==> config.mk <==
export PLATFORM = sky130hd
export DESIGN_NAME = i2c_slave_fifo
export DESIGN_NICKNAME = d
export VERILOG_FILES = /design/src/rtl/i2cs_pkg.sv /design/src/rtl/i2cs_sync.sv /design/src/rtl/i2cs_fifo.sv /design/src/rtl/i2cs_engine.sv /design/src/rtl/i2c_slave_fifo.sv
export SDC_FILE = /design/constraint.sdc
export NUM_CORES = 1
export LEC_CHECK = 0
export BUFFER_PORTS_ARGS = -buffer_cell sky130_fd_sc_hd__buf_2
export CORE_MARGIN = 10
export CORE_UTILIZATION = 40
export DETAILED_ROUTE_END_ITERATION = 12
export GPL_TIMING_DRIVEN = 0
export PLACE_DENSITY = 0.66
export SETUP_SLACK_MARGIN = 0.3
export SYNTH_ARGS = -nofsm -noshare
export SYNTH_HDL_FRONTEND = slang
export SYNTH_HIERARCHICAL = 1
export SYNTH_SLANG_ARGS = --single-unit
==> constraint.sdc <==
create_clock -name clk -period 6.4 [get_ports clk]
set_input_delay 0.32 -clock clk [delete_from_list [all_inputs] [get_ports clk]]
set_output_delay 0.32 -clock clk [all_outputs]
set_load 0.01 [all_outputs]
==> src/rtl/i2cs_pkg.sv <==
package i2cs_pkg;
    typedef enum logic [3:0] {
        ST_IDLE, ST_ADDR, ST_ADDR_ACK, ST_RX_BITS, ST_RX_ACK,
        ST_TX_LOAD, ST_TX_BITS, ST_TX_ACK, ST_WAIT_END
    } eng_state_t;

    localparam int NEV = 7;
    localparam logic [2:0] RA_EVENT  = 3'd0;
    localparam logic [2:0] RA_ENABLE = 3'd1;
    localparam logic [2:0] RA_THRESH = 3'd2;
    localparam logic [2:0] RA_MYADDR = 3'd3;
    localparam logic [2:0] RA_TXPUT  = 3'd4;
    localparam logic [2:0] RA_RXGET  = 3'd5;
    localparam logic [2:0] RA_RXOCC  = 3'd6;

    localparam int EB_ADDR   = 0;
    localparam int EB_END    = 1;
    localparam int EB_RXLVL  = 2;
    localparam int EB_RXOVF  = 3;
    localparam int EB_TXEMP  = 4;
    localparam int EB_TXHALF = 5;
    localparam int EB_TXDONE = 6;
endpackage

==> src/rtl/i2cs_sync.sv <==
module i2cs_sync #(
    parameter int   STAGES  = 2,
    parameter logic RST_VAL = 1'b1
) (
    input  logic clk,
    input  logic rst,
    input  logic d,
    output logic q
);
    logic [STAGES-1:0] chain;

    always_ff @(posedge clk) begin
        if (rst) chain <= {STAGES{RST_VAL}};
        else     chain <= {chain[STAGES-2:0], d};
    end

    assign q = chain[STAGES-1];
endmodule

==> src/rtl/i2cs_fifo.sv <==
module i2cs_fifo #(
    parameter int W     = 8,
    parameter int DEPTH = 16
) (
    input  logic                       clk,
    input  logic                       rst,
    input  logic                       push,
    input  logic [W-1:0]               wdata,
    input  logic                       pop,
    output logic [W-1:0]               rdata,
    output logic [$clog2(DEPTH):0]     count,
    output logic                       full,
    output logic                       empty
);
    localparam int AW = $clog2(DEPTH);
    localparam int CW = AW + 1;

    logic [W-1:0]  mem [DEPTH];
    logic [AW-1:0] wp, rp;
    logic          do_push, do_pop;

    assign full    = (count == CW'(DEPTH));
    assign empty   = (count == '0);
    assign do_push = push && !full;
    assign do_pop  = pop && !empty;
    assign rdata   = mem[rp];

    always_ff @(posedge clk) begin
        if (do_push) mem[wp] <= wdata;
    end

    always_ff @(posedge clk) begin
        if (rst) begin
            wp    <= '0;
            rp    <= '0;
            count <= '0;
        end else begin
            if (do_push) wp <= (wp == AW'(DEPTH - 1)) ? '0 : wp + AW'(1);
            if (do_pop)  rp <= (rp == AW'(DEPTH - 1)) ? '0 : rp + AW'(1);
            count <= count + CW'(do_push) - CW'(do_pop);
        end
    end

    // a push into a full queue leaves the count alone
    a_r6_full_push_dropped: assert property (@(posedge clk) disable iff (rst)
        (push && full && !pop) |=> (count == $past(count)));
    // occupancy never exceeds the depth
    a_r3_count_bound: assert property (@(posedge clk) disable iff (rst)
        count <= CW'(DEPTH));
    // popping an empty queue does not underflow
    a_r3_pop_empty_safe: assert property (@(posedge clk) disable iff (rst)
        (pop && empty && !push) |=> (count == '0));
endmodule

==> src/rtl/i2cs_engine.sv <==
module i2cs_engine
    import i2cs_pkg::*;
(
    input  logic       clk,
    input  logic       rst,
    input  logic       scl_s,
    input  logic       sda_s,
    input  logic [6:0] own_addr,
    input  logic       tx_empty,
    input  logic [7:0] tx_data,
    input  logic       rx_full,
    output logic       tx_pop,
    output logic       rx_push,
    output logic [7:0] rx_data,
    output logic       ev_addr,
    output logic       ev_end,
    output logic       ev_ovf,
    output logic       ev_txdone,
    output logic       scl_drv_n,
    output logic       sda_drv_n
);
    eng_state_t state;
    logic       scl_q, sda_q, active, ack_ok;
    logic [7:0] shreg;
    logic [3:0] bitcnt;
    logic       scl_rise, scl_fall, bus_start, bus_stop, byte_end, hit;

    assign scl_rise  = scl_s && !scl_q;
    assign scl_fall  = !scl_s && scl_q;
    assign bus_start = scl_s && scl_q && sda_q && !sda_s;
    assign bus_stop  = scl_s && scl_q && !sda_q && sda_s;
    assign byte_end  = scl_fall && (bitcnt == 4'd8);
    assign hit       = (shreg[7:1] == own_addr);
    assign rx_data   = shreg;

    always_ff @(posedge clk) begin
        if (rst) begin
            state  <= ST_IDLE;
            scl_q  <= 1'b1;
            sda_q  <= 1'b1;
            shreg  <= '0;
            bitcnt <= '0;
            active <= 1'b0;
            ack_ok <= 1'b0;
        end else begin
            scl_q <= scl_s;
            sda_q <= sda_s;
            if (bus_start) begin
                state  <= ST_ADDR;
                bitcnt <= '0;
                active <= 1'b0;
            end else if (bus_stop) begin
                state  <= ST_IDLE;
                active <= 1'b0;
            end else begin
                unique case (state)
                    ST_IDLE, ST_WAIT_END: ;
                    ST_ADDR, ST_RX_BITS: begin
                        if (scl_rise) begin
                            shreg  <= {shreg[6:0], sda_s};
                            bitcnt <= bitcnt + 4'd1;
                        end else if (byte_end) begin
                            if (state == ST_RX_BITS) begin
                                ack_ok <= !rx_full;
                                state  <= ST_RX_ACK;
                            end else if (hit) begin
                                active <= 1'b1;
                                state  <= ST_ADDR_ACK;
                            end else begin
                                state  <= ST_WAIT_END;
                            end
                        end
                    end
                    ST_ADDR_ACK: if (scl_fall) begin
                        bitcnt <= '0;
                        state  <= shreg[0] ? ST_TX_LOAD : ST_RX_BITS;
                    end
                    ST_RX_ACK: if (scl_fall) begin
                        bitcnt <= '0;
                        state  <= ST_RX_BITS;
                    end
                    ST_TX_LOAD: if (!tx_empty) begin
                        shreg  <= tx_data;
                        bitcnt <= '0;
                        state  <= ST_TX_BITS;
                    end
                    ST_TX_BITS: if (scl_fall) begin
                        shreg  <= {shreg[6:0], 1'b0};
                        bitcnt <= bitcnt + 4'd1;
                        if (bitcnt == 4'd7) state <= ST_TX_ACK;
                    end
                    ST_TX_ACK: begin
                        if (scl_rise)      ack_ok <= !sda_s;
                        else if (scl_fall) state  <= ack_ok ? ST_TX_LOAD : ST_WAIT_END;
                    end
                    default: state <= ST_IDLE;
                endcase
            end
        end
    end

    always_comb begin
        sda_drv_n = 1'b1;
        scl_drv_n = 1'b1;
        tx_pop    = 1'b0;
        rx_push   = 1'b0;
        ev_addr   = 1'b0;
        ev_ovf    = 1'b0;
        ev_txdone = 1'b0;
        ev_end    = (bus_start || bus_stop) && active;
        unique case (state)
            ST_ADDR:     ev_addr = byte_end && hit;
            ST_ADDR_ACK: sda_drv_n = 1'b0;
            ST_RX_BITS: begin
                rx_push = byte_end && !rx_full;
                ev_ovf  = byte_end && rx_full;
            end
            ST_RX_ACK:   sda_drv_n = !ack_ok;
            ST_TX_LOAD: begin
                scl_drv_n = !tx_empty;
                tx_pop    = !tx_empty;
            end
            ST_TX_BITS:  sda_drv_n = shreg[7];
            ST_TX_ACK:   ev_txdone = scl_fall && !ack_ok;
            default: ;
        endcase
    end

    // the clock is only ever held low for lack of transmit data
    a_r9_stretch_needs_empty: assert property (@(posedge clk) disable iff (rst)
        !scl_drv_n |-> tx_empty);
endmodule

==> src/rtl/i2c_slave_fifo.sv <==
module i2c_slave_fifo
    import i2cs_pkg::*;
#(
    parameter int DEPTH = 16
) (
    input  logic       clk,
    input  logic       rst,
    input  logic       scl_i,
    input  logic       sda_i,
    output logic       scl_drv_n,
    output logic       sda_drv_n,
    input  logic       reg_we,
    input  logic       reg_re,
    input  logic [2:0] reg_addr,
    input  logic [7:0] reg_wdata,
    output logic [7:0] reg_rdata,
    output logic       irq
);
    localparam int AW = $clog2(DEPTH);
    localparam int CW = AW + 1;

    logic           scl_s, sda_s;
    logic [6:0]     own_addr;
    logic [AW-1:0]  thresh;
    logic [NEV-1:0] events, enables, set_vec, clr_vec;
    logic [7:0]     rx_wdata, rx_head, tx_head;
    logic [CW-1:0]  rx_count, tx_count;
    logic           rx_full, rx_empty, tx_full, tx_empty;
    logic           rx_push, tx_pop, ev_addr, ev_end, ev_ovf, ev_txdone;
    logic [7:0]     occ;
    logic [CW-1:0]  rx_cnt_m1;

    i2cs_sync u_scl_sync (.clk(clk), .rst(rst), .d(scl_i), .q(scl_s));
    i2cs_sync u_sda_sync (.clk(clk), .rst(rst), .d(sda_i), .q(sda_s));

    i2cs_engine u_engine (
        .clk(clk), .rst(rst), .scl_s(scl_s), .sda_s(sda_s), .own_addr(own_addr),
        .tx_empty(tx_empty), .tx_data(tx_head), .rx_full(rx_full),
        .tx_pop(tx_pop), .rx_push(rx_push), .rx_data(rx_wdata),
        .ev_addr(ev_addr), .ev_end(ev_end), .ev_ovf(ev_ovf), .ev_txdone(ev_txdone),
        .scl_drv_n(scl_drv_n), .sda_drv_n(sda_drv_n)
    );

    i2cs_fifo #(.W(8), .DEPTH(DEPTH)) u_rxq (
        .clk(clk), .rst(rst), .push(rx_push), .wdata(rx_wdata),
        .pop(reg_re && reg_addr == RA_RXGET), .rdata(rx_head),
        .count(rx_count), .full(rx_full), .empty(rx_empty)
    );

    i2cs_fifo #(.W(8), .DEPTH(DEPTH)) u_txq (
        .clk(clk), .rst(rst), .push(reg_we && reg_addr == RA_TXPUT && !tx_full),
        .wdata(reg_wdata), .pop(tx_pop), .rdata(tx_head),
        .count(tx_count), .full(tx_full), .empty(tx_empty)
    );

    always_comb begin
        set_vec            = '0;
        set_vec[EB_ADDR]   = ev_addr;
        set_vec[EB_END]    = ev_end;
        set_vec[EB_RXLVL]  = rx_count > {1'b0, thresh};
        set_vec[EB_RXOVF]  = ev_ovf;
        set_vec[EB_TXEMP]  = tx_empty;
        set_vec[EB_TXHALF] = tx_count <= CW'(DEPTH / 2);
        set_vec[EB_TXDONE] = ev_txdone;
        clr_vec = (reg_we && reg_addr == RA_EVENT) ? reg_wdata[NEV-1:0] : '0;
    end

    always_ff @(posedge clk) begin
        if (rst) begin
            events   <= '0;
            enables  <= '0;
            thresh   <= '0;
            own_addr <= '0;
            irq      <= 1'b0;
        end else begin
            events <= (events & ~clr_vec) | set_vec;
            irq    <= |(events & enables);
            if (reg_we && reg_addr == RA_ENABLE) enables  <= reg_wdata[NEV-1:0];
            if (reg_we && reg_addr == RA_THRESH) thresh   <= reg_wdata[AW-1:0];
            if (reg_we && reg_addr == RA_MYADDR) own_addr <= reg_wdata[6:0];
        end
    end

    assign rx_cnt_m1 = rx_count - CW'(1);

    always_comb begin
        occ = '0;
        occ[AW] = rx_empty;
        if (!rx_empty) occ[AW-1:0] = rx_cnt_m1[AW-1:0];
    end

    always_comb begin
        unique case (reg_addr)
            RA_EVENT:  reg_rdata = 8'(events);
            RA_ENABLE: reg_rdata = 8'(enables);
            RA_THRESH: reg_rdata = 8'(thresh);
            RA_MYADDR: reg_rdata = {1'b0, own_addr};
            RA_RXGET:  reg_rdata = rx_head;
            RA_RXOCC:  reg_rdata = occ;
            default:   reg_rdata = '0;
        endcase
    end

    // bits written with 1 are gone next cycle unless set again in that cycle
    a_r12_w1c_clears: assert property (@(posedge clk) disable iff (rst)
        (reg_we && reg_addr == RA_EVENT) |=>
        ((events & $past(reg_wdata[NEV-1:0]) & ~$past(set_vec)) == '0));
    // reaching the threshold always leaves the level bit set
    a_r4_level_sets: assert property (@(posedge clk) disable iff (rst)
        (rx_count > {1'b0, thresh}) |=> events[EB_RXLVL]);
endmodule

==> impl_metrics.env <==
export IMPL_status="finished, final reports clean"
export IMPL_syn_num_nets=1020
export IMPL_timing_critical_path_fanout_max=9
export IMPL_worst_path_largest_cell_delay_ps=460
export IMPL_wire_length_of_the_first_global_routing_pass_um=48400
export IMPL_min_path_cells=1
export IMPL_setup_worst_path_start="u_scl_sync/chain[1]$_SDFF_PP1_"
export IMPL_cts_max_level=2
export IMPL_dpl_hpwl_um=20900
export IMPL_route_final_wire_length_um=31000
export IMPL_async_reset_ff_frac=0
export IMPL_routed_via_density=5.47
export IMPL_synthDistinctLibCells=78
export IMPL_postSynthRegisterBits=340
export IMPL_clk_path_buf_depth=3
export IMPL_ys_warnings_count=6
export IMPL_kind_of_cell_with_the_highest_combined_delay_on_the_critical_path="simple AND/OR/NAND/NOR gates"
export IMPL_postSynth_topFlopCell="sky130_fd_sc_hd__edfxtp_1"
export IMPL_critical_path_cell_count=14
export IMPL_floorplan_die_height_um=211
export IMPL_cp_cell_sequence="clkbuf_2, nand2b_1, or3_1, nor3_1, nand2b_1, buf_2, ha_1, inv_1, ha_1, fa_1, a21oi_1, nor2_1, or3_1, a21oi_1"
export IMPL_end_kind="flip-flop"
export IMPL_io_pins=28
export IMPL_grt_usage=0.139
export IMPL_clock_sink_count=340
export IMPL_power_leakage_uw=0.00561
export IMPL_cts_reportedPaths_clkPinSlew_ps=60
export IMPL_final_nets=1084
export IMPL_post_synth_instance_area_sq_um=14600
export IMPL_finalWorstPathRequiredPeriod_ps=3660
export IMPL_tritoncts_num_buffers=35
export IMPL_row_count=69
export IMPL_totalNegativeSetupSlack_ps=0
export IMPL_die_w_um=211
export IMPL_rsz0062_at_grt="false"
export IMPL_final_setup_skew_ps=27.2
export IMPL_synthesis_instances=972
export IMPL_detail_route_wl_per_cell_um=20.3
export IMPL_max_freq_ghz=0.273
export IMPL_power_density_nw_per_um2=282
export IMPL_number_of_input_and_output_port_buffers_inserted=25
export IMPL_synth_edf_count=256
export IMPL_post_synth_most_frequent_cells="sky130_fd_sc_hd__edfxtp_1, sky130_fd_sc_hd__dfxtp_1, sky130_fd_sc_hd__nor2_1"
export IMPL_drtAntennaViolNets=0
export IMPL_post_route_cells_drive_above_1_share=0.172
export IMPL_hp_class="input port to flip-flop"
export IMPL_critical_path_arrival_ps=4100
export IMPL_tightestPinTransition_ps=1380
export IMPL_detail_route_first_pass_iterations=7
export IMPL_layout_area_overhead_vs_synth_pct=12.7
export IMPL_grt_overflow=0
export IMPL_gp_congestion=0.900
export IMPL_antenna_found_initial=1
export IMPL_rrSetupSlack_ps=2740
export IMPL_initialDrtViolationCount=847
export IMPL_tritoncts="done"
export IMPL_diodes=0
export IMPL_clk_root_buffer_cell="sky130_fd_sc_hd__clkbuf_16"
export IMPL_timing_max_slew_rel_slack=0.0730
export IMPL_synth_seq_area_share=0.641
export IMPL_worst_ep_required_time_ps=6840
export IMPL_final_hold_viol_count=0
export IMPL_synth_top_cell_area_share=0.526
export IMPL_core_area_sq_um=35800
export IMPL_power_ir_vdd_worst_mv=0.191
export IMPL_yosys_top_cells_area="sky130_fd_sc_hd__edfxtp_1, sky130_fd_sc_hd__dfxtp_1, sky130_fd_sc_hd__mux4_2"
export IMPL_syn_area_per_cell_sq_um=15.0
export IMPL_worst_setup_path_class="flip-flop to flip-flop"
export IMPL_first_global_vias=8220
export IMPL_clk_insertion_delay_late_ps=530
export IMPL_grt_start_max_net_pins=21
export IMPL_design_die_area_sq_um=44600
export IMPL_launching_point_of_the_worst_reg2reg_path="u_scl_sync/chain[1]$_SDFF_PP1_"
export IMPL_fillers=3044
export IMPL_synth_area_leader_cell="sky130_fd_sc_hd__edfxtp_1"
export IMPL_layout_worst_path_cycle_share=0.572
export IMPL_r2r_cells=14
export IMPL_floorplan_initialDensity=0.408
export IMPL_slowest_stage="sky130_fd_sc_hd__or3_1"
export IMPL_routed_via_count=8332
export IMPL_cp_start_kind="flip-flop"
export IMPL_timing_hold_worst_start="reg_wdata[7]"
export IMPL_maxSlewViolCount=0
export IMPL_report_final_setup_viol=0
export IMPL_report_power_total_uw=4650
export IMPL_cap_violations=0
export IMPL_drc_errors=0
export IMPL_synthMostInstantiatedCell="sky130_fd_sc_hd__edfxtp_1"
export IMPL_cp_buffers_inverters=3
sequential cells by signal, indices dropped and copies added (netlist names), 2 cells and up, named ones only:
signal	flops
own_addr	7
u_engine/rx_data	8
events	7
thresh	4
u_sda_sync/chain	2
u_txq/count	5
u_rxq/rp	4
u_rxq/wp	4
u_txq/rp	4
enables	7
u_txq/wp	4
u_rxq/mem	128
u_scl_sync/chain	2
u_engine/bitcnt	4
u_txq/mem	128
u_engine/state	4
u_rxq/count	5
stage by stage:
| step | hold WS (ps) | cell area, sq um | utilization | instances | worst slack (ps) |
|---|---|---|---|---|---|
| finish | 209 | 16500 | 0.460 | 1522 | 2740 |
| floorplan | 383 | 14600 | - | 972 | 3240 |
| global route | 216 | 16500 | 0.460 | 1522 | 2550 |
| detailed placement | 394 | 15300 | 0.427 | 1458 | 2740 |
| global placement | 390 | 15300 | 0.427 | 1458 | 2780 |
| CTS | 206 | 16500 | 0.460 | 1522 | 2740 |
final cells by class:
| type | count | area (sq um) | share of cell area |
|---|---|---|---|
| Buffer | 49 | 298 | 0.0181 |
| Multi-Input combinational cell | 548 | 4810 | 0.292 |
| Clock inverter | 14 | 141 | 0.00859 |
| Inverter | 35 | 131 | 0.00798 |
| Sequential cell | 340 | 9370 | 0.569 |
| Clock buffer | 48 | 997 | 0.0606 |
| Timing Repair Buffer | 27 | 145 | 0.00881 |
| Tap cell | 461 | 577 | 0.0350 |
cell families (layout without fill, tap and decap cells):
kind of cell,after synthesis,in the layout,synth area share
flops,340,340,0.641
simple gates,249,249,0.0918
compound gates,146,146,0.0688
mux,102,102,0.129
buf+inv,84,173,0.0294
fa+ha+maj,32,32,0.0283
xor+xnor,19,19,0.0114
worst register-to-register path, cell delays in order (launching register included):
cell                       delay (ps)
sky130_fd_sc_hd__dfxtp_1          290
sky130_fd_sc_hd__clkbuf_2         170
sky130_fd_sc_hd__nand2b_1         270
sky130_fd_sc_hd__or3_1            460
sky130_fd_sc_hd__nor3_1           440
sky130_fd_sc_hd__nand2b_1          90
sky130_fd_sc_hd__buf_2            200
sky130_fd_sc_hd__ha_1             290
sky130_fd_sc_hd__inv_1             40
sky130_fd_sc_hd__ha_1             210
sky130_fd_sc_hd__fa_1             430
sky130_fd_sc_hd__a21oi_1          160
sky130_fd_sc_hd__nor2_1            70
sky130_fd_sc_hd__or3_1            340
sky130_fd_sc_hd__a21oi_1          140
routing by layer:
layer  routed length, um  up-vias  GRT usage  share of wire
li1                    -     3889          -              -
met1               14100     4209      0.191           0.46
met2               14900      190      0.224           0.48
met3                1290       42     0.0200          0.041
met4                 649        2     0.0405          0.021
met5                  12        -          0        0.00039
report_power, final:
| part | switching (uW) | internal, uW |
|---|---|---|
| combinational | 150 | 113 |
| clock | 838 | 1150 |
| sequential | 21.3 | 2370 |
final timing paths:
check                                   endpoint
hold reg to reg   u_scl_sync/chain[1]$_SDFF_PP1_
setup / recovery       u_rxq/count[4]$_SDFF_PP0_
hold / removal         u_txq/mem[4][7]$_DFFE_PP_
setup reg to reg       u_rxq/count[4]$_SDFF_PP0_
placed cells by master, fill, tap and decap left out, types with 5 or more instances in the layout:
cell type,n
sky130_fd_sc_hd__nand3_1,13
sky130_fd_sc_hd__and3_1,9
sky130_fd_sc_hd__mux4_1,14
sky130_fd_sc_hd__mux4_2,50
sky130_fd_sc_hd__clkinv_2,7
sky130_fd_sc_hd__inv_1,34
sky130_fd_sc_hd__a31oi_1,5
sky130_fd_sc_hd__ha_1,29
sky130_fd_sc_hd__nand2b_1,9
sky130_fd_sc_hd__nand2_1,50
sky130_fd_sc_hd__a211oi_1,6
sky130_fd_sc_hd__o21ai_0,15
sky130_fd_sc_hd__buf_4,8
sky130_fd_sc_hd__a21oi_1,45
sky130_fd_sc_hd__clkbuf_16,37
sky130_fd_sc_hd__or3_1,6
sky130_fd_sc_hd__xor2_1,14
sky130_fd_sc_hd__buf_2,34
sky130_fd_sc_hd__and2_1,18
sky130_fd_sc_hd__mux2_2,8
sky130_fd_sc_hd__xnor2_1,5
sky130_fd_sc_hd__buf_1,6
sky130_fd_sc_hd__a22oi_1,37
sky130_fd_sc_hd__nor2_1,70
sky130_fd_sc_hd__nor3_1,17
sky130_fd_sc_hd__nor2b_1,15
sky130_fd_sc_hd__mux2i_1,30
sky130_fd_sc_hd__buf_6,7
sky130_fd_sc_hd__dfxtp_1,84
sky130_fd_sc_hd__edfxtp_1,256
sky130_fd_sc_hd__clkbuf_1,23
repair_timing:
item	CTS	global route
setup buffers	0	0
gates resized for setup	0	0
hold buffers	2	0
endpoints found under the hold margin	2	0
Power figures use the tool's default switching activity.
